<file path="config.mk">
export PLATFORM = sky130hd
export DESIGN_NAME = pair_dispatch
export DESIGN_NICKNAME = d
export VERILOG_FILES = /design/src/rtl/pair_dispatch.sv
export SDC_FILE = /design/constraint.sdc
export NUM_CORES = 1
export LEC_CHECK = 0
export ABC_AREA = 1
export ABC_CLOCK_PERIOD_IN_PS = 1300
export BUFFER_PORTS_ARGS = -buffer_cell sky130_fd_sc_hd__buf_4
export CORE_AREA = 2 2 40 42
export DETAILED_ROUTE_END_ITERATION = 16
export DIE_AREA = 0 0 42 44
export PLACE_DENSITY = 0.81
export SLEW_MARGIN = 0
export SYNTH_ARGS = -nofsm -noshare
export SYNTH_HDL_FRONTEND = slang
export SYNTH_SLANG_ARGS = --single-unit
</file>
<file path="constraint.sdc">
create_clock -name vclk -period 1.3
set_clock_uncertainty 0.1 [all_clocks]
set_input_delay 0.26 -clock vclk [all_inputs]
set_output_delay 0.26 -clock vclk [all_outputs]
set_load 0.02 [all_outputs]
</file>
<file path="src/rtl/pair_dispatch.sv">
module pair_dispatch #(
  parameter int NREG   = 16,
  parameter int CLS_W  = 3,
  parameter int FP_CLS = 3,
  parameter int BR_CLS = 2,
  parameter logic [(1<<CLS_W)-1:0] SEC_OK = 8'b0000_0111
) (
  input  logic             stall,
  input  logic             s0_valid,
  input  logic [CLS_W-1:0] s0_cls,
  input  logic             s0_taken,
  input  logic [NREG-1:0]  s0_dst,
  input  logic [NREG-1:0]  s0_src,
  input  logic             s1_valid,
  input  logic [CLS_W-1:0] s1_cls,
  input  logic [NREG-1:0]  s1_dst,
  input  logic [NREG-1:0]  s1_src,
  output logic             issue_pri,
  output logic             issue_sec,
  output logic [1:0]       pop_cnt
);

  logic raw_hit, waw_hit, sec_elig, head_redirect, pair_ok;

  assign raw_hit       = |(s0_dst & s1_src);
  assign waw_hit       = |(s0_dst & s1_dst);
  assign sec_elig      = SEC_OK[s1_cls] && (s1_cls != CLS_W'(FP_CLS));
  assign head_redirect = s0_taken && (s0_cls == CLS_W'(BR_CLS));
  assign pair_ok       = s1_valid && sec_elig && !raw_hit && !waw_hit && !head_redirect;

  assign issue_pri = !stall && s0_valid;
  assign issue_sec = issue_pri && pair_ok;

  always_comb begin
    if (stall || !s0_valid) pop_cnt = 2'd0;
    else if (pair_ok)       pop_cnt = 2'd2;
    else                    pop_cnt = 2'd1;
  end

  always_comb begin
    p_sec_implies_pri_r2: assert (!issue_sec || issue_pri)
      else $error("secondary issued without primary");
    p_raw_block_r3: assert (!(issue_sec && |(s0_dst & s1_src)))
      else $error("paired across RAW dependency");
    p_waw_block_r4: assert (!(issue_sec && |(s0_dst & s1_dst)))
      else $error("paired across WAW conflict");
    p_fp_primary_r5: assert (!(issue_sec && s1_cls == CLS_W'(FP_CLS)))
      else $error("floating point in secondary pipe");
    p_taken_block_r7: assert (!(issue_sec && s0_taken && s0_cls == CLS_W'(BR_CLS)))
      else $error("paired behind taken branch");
    p_single_valid_r8: assert (!(issue_sec && !s1_valid))
      else $error("issued invalid follower");
    p_stall_quiet_r9: assert (!(stall && (issue_pri || issue_sec)))
      else $error("issued under stall");
    p_pop_match_r10: assert (pop_cnt == {1'b0, issue_pri} + {1'b0, issue_sec})
      else $error("pop count mismatch");
  end

endmodule

</file>
==> reports/qor.yml <==
status: "finished with violations"
violations: "setup timing"
worstPathMaxFanout: 2
start_util_pct: 20.7
rows: 14
tightest_slew_ns: 0.119
diodes: 0
mostFrequentLayoutCells: "buf_4 (49), nand2_1 (39), buf_6 (13)"
fmax_mhz: 686
grt_pass1_vias: 598
p_leak_nw: 0.502
p_per_area_nw_per_um2: 273
synth_top_area_share_pct: 61.3
netlist_area_sq_um: 294
critical_path_depth: 9
finalMaxSlewViolations: 0
max-vdd-ir-drop_mv: 0.135
antenna_found_initial: 0
hold_slack_ns: 0.685
drc: 0
syn-num-nets: 145
cp_slowest_cell: "buf_4"
die_area_sq_um: 1850
core_sq_um: 1420
io_pins: 78
period_minus_slack_ns: 1.46
gr-max-usage-layer: "met2"
grt_max_degree: 4
die_x_um: 42
maxSlewHeadroom_pct: 92.1
synthTopCellsByArea: "nand2_1 (61%), nor2_1 (11%), nor2_2 (8.5%)"
antenna_left: 0
post_cts_buffers: 0
synthCells: 71
setup_violations: 3
syn_avg_cell_area_sq_um: 4.14
path_cells: "buf_6 > nand2_2 > nand2_2 > nor2_2 > nand2_1 > nor2_2 > nand3_2 > nor2_4 > buf_4"
track_usage_pct: 15.0
wl_per_cell_um: 9.31
clock_buffers: 0
maxCapViolCount: 0
crit_family: "simple AND/OR/NAND/NOR gates"
cpPeakStageDelay_ns: 0.14
yosysWarnings: 0
use_met1_pct: 17.8
fp.dieH_um: 44
rsz0062_at_grt: "true"
grt_overflow: 0
hp-class: "in -> out"
finalWorstSetupSlack_ns: -0.157
drtIter0Drc: 2
post_synth_num_cell_types: 9
num_vias: 628
viasPerCell: 4.24
yosys.area.top_type: "nand2_1"
drive_gt1_share_pct: 59.1
crit_path_end_kind: "output port"
dr.pass1.iters: 3
pre_cts_ws_ns: -0.221
critPathKind: "in -> out"
endpoint: "pop_cnt[1]"
finalCritPeriodShare_pct: 112
seq_area_sq_um: 0
area_growth_pct: 192
crit_required_ns: 0.94
start_kind: "primary input"
hold_viol_final: 0
port_buffers: 62
critPathArrivalTime_ns: 1.10
grt_pass1_wl_mm: 2.29
grt_util_met3_pct: 1.67
yosysSeqAreaShare_pct: 0
worst-path-buf-inv: 2
dp_hpwl_mm: 1.20
final_common_cell: "buf_4"
wl_mm: 1.38
critPathLaunch: "s0_dst[2]"
met2_usage_pct: 29.7
fin_nets: 208
place_congestion: 0.673
flops_and_latches: 0
setup-tns-final_ns: -0.471
## power breakdown
part | leakage [nW] | total, mW | internal, mW | switching [mW]
clock | 0 | 0 | 0 | 0
sequential | 0 | 0 | 0 | 0
combinational | 0.502 | 0.234 | 0.157 | 0.0773
## per-stage QoR
stage	cell area (sq um)	total power [mW]	utilization (%)	cells
after floorplan	299	0.0590	-	71
after global placement	777	0.205	54.8	148
after detailed placement	777	0.209	54.8	148
after CTS	806	0.218	56.8	148
after global routing	858	0.261	60.5	148
final	858	0.234	60.5	148
## worst min-delay path by stage
stage / cells after the start / start / to / slack (ns)
2_1_floorplan: 1 / stall / issue_pri / 0.47
3_3_place_gp: 3 / stall / issue_pri / 0.68
3_5_place_dp: 3 / stall / issue_pri / 0.69
4_1_cts: 3 / stall / issue_pri / 0.69
5_1_grt: 3 / stall / issue_pri / 0.69
6_report: 3 / stall / issue_pri / 0.69
## synthesized netlist by cell type, drive strengths merged
cell type	number
buf	1
inv	4
nand2	48
nand3	2
nand4	2
nor2	13
o21ai	1
## cell families after synthesis
| group | synth area share, % |
|---|---|
| AO/OA/AOI/OAI | 1.70 |
| AND/OR/NAND/NOR | 90.6 |
| buffers and inverters | 7.66 |
## repair_timing
item / in CTS / in global routing
cloned: 0 / 0
setup endpoints to repair: 3 / 3
resized for setup: 8 / 17
pin swaps: 11 / 15
endpoints found under the hold margin: 0 / 0
hold buffers: 0 / 0
## cell type report
class,count,area [sq um]
fill,144,561
timing repair buffer,62,514
multi-input combinational,66,309
tap,16,20.0
inverter,4,15.0
## per-layer routing
| metal | vias up | routed length, um |
|---|---|---|
| met5 | - | 0 |
| met4 | 0 | 0 |
| met3 | 0 | 130 |
| met2 | 34 | 762 |
| met1 | 254 | 485 |
| li1 | 340 | - |
## worst min-delay path, stage by stage
cell	delay [ns]
buf_4	0.08
nor2_2	0.04
buf_4	0.15
(Power assumes the default switching activity.)
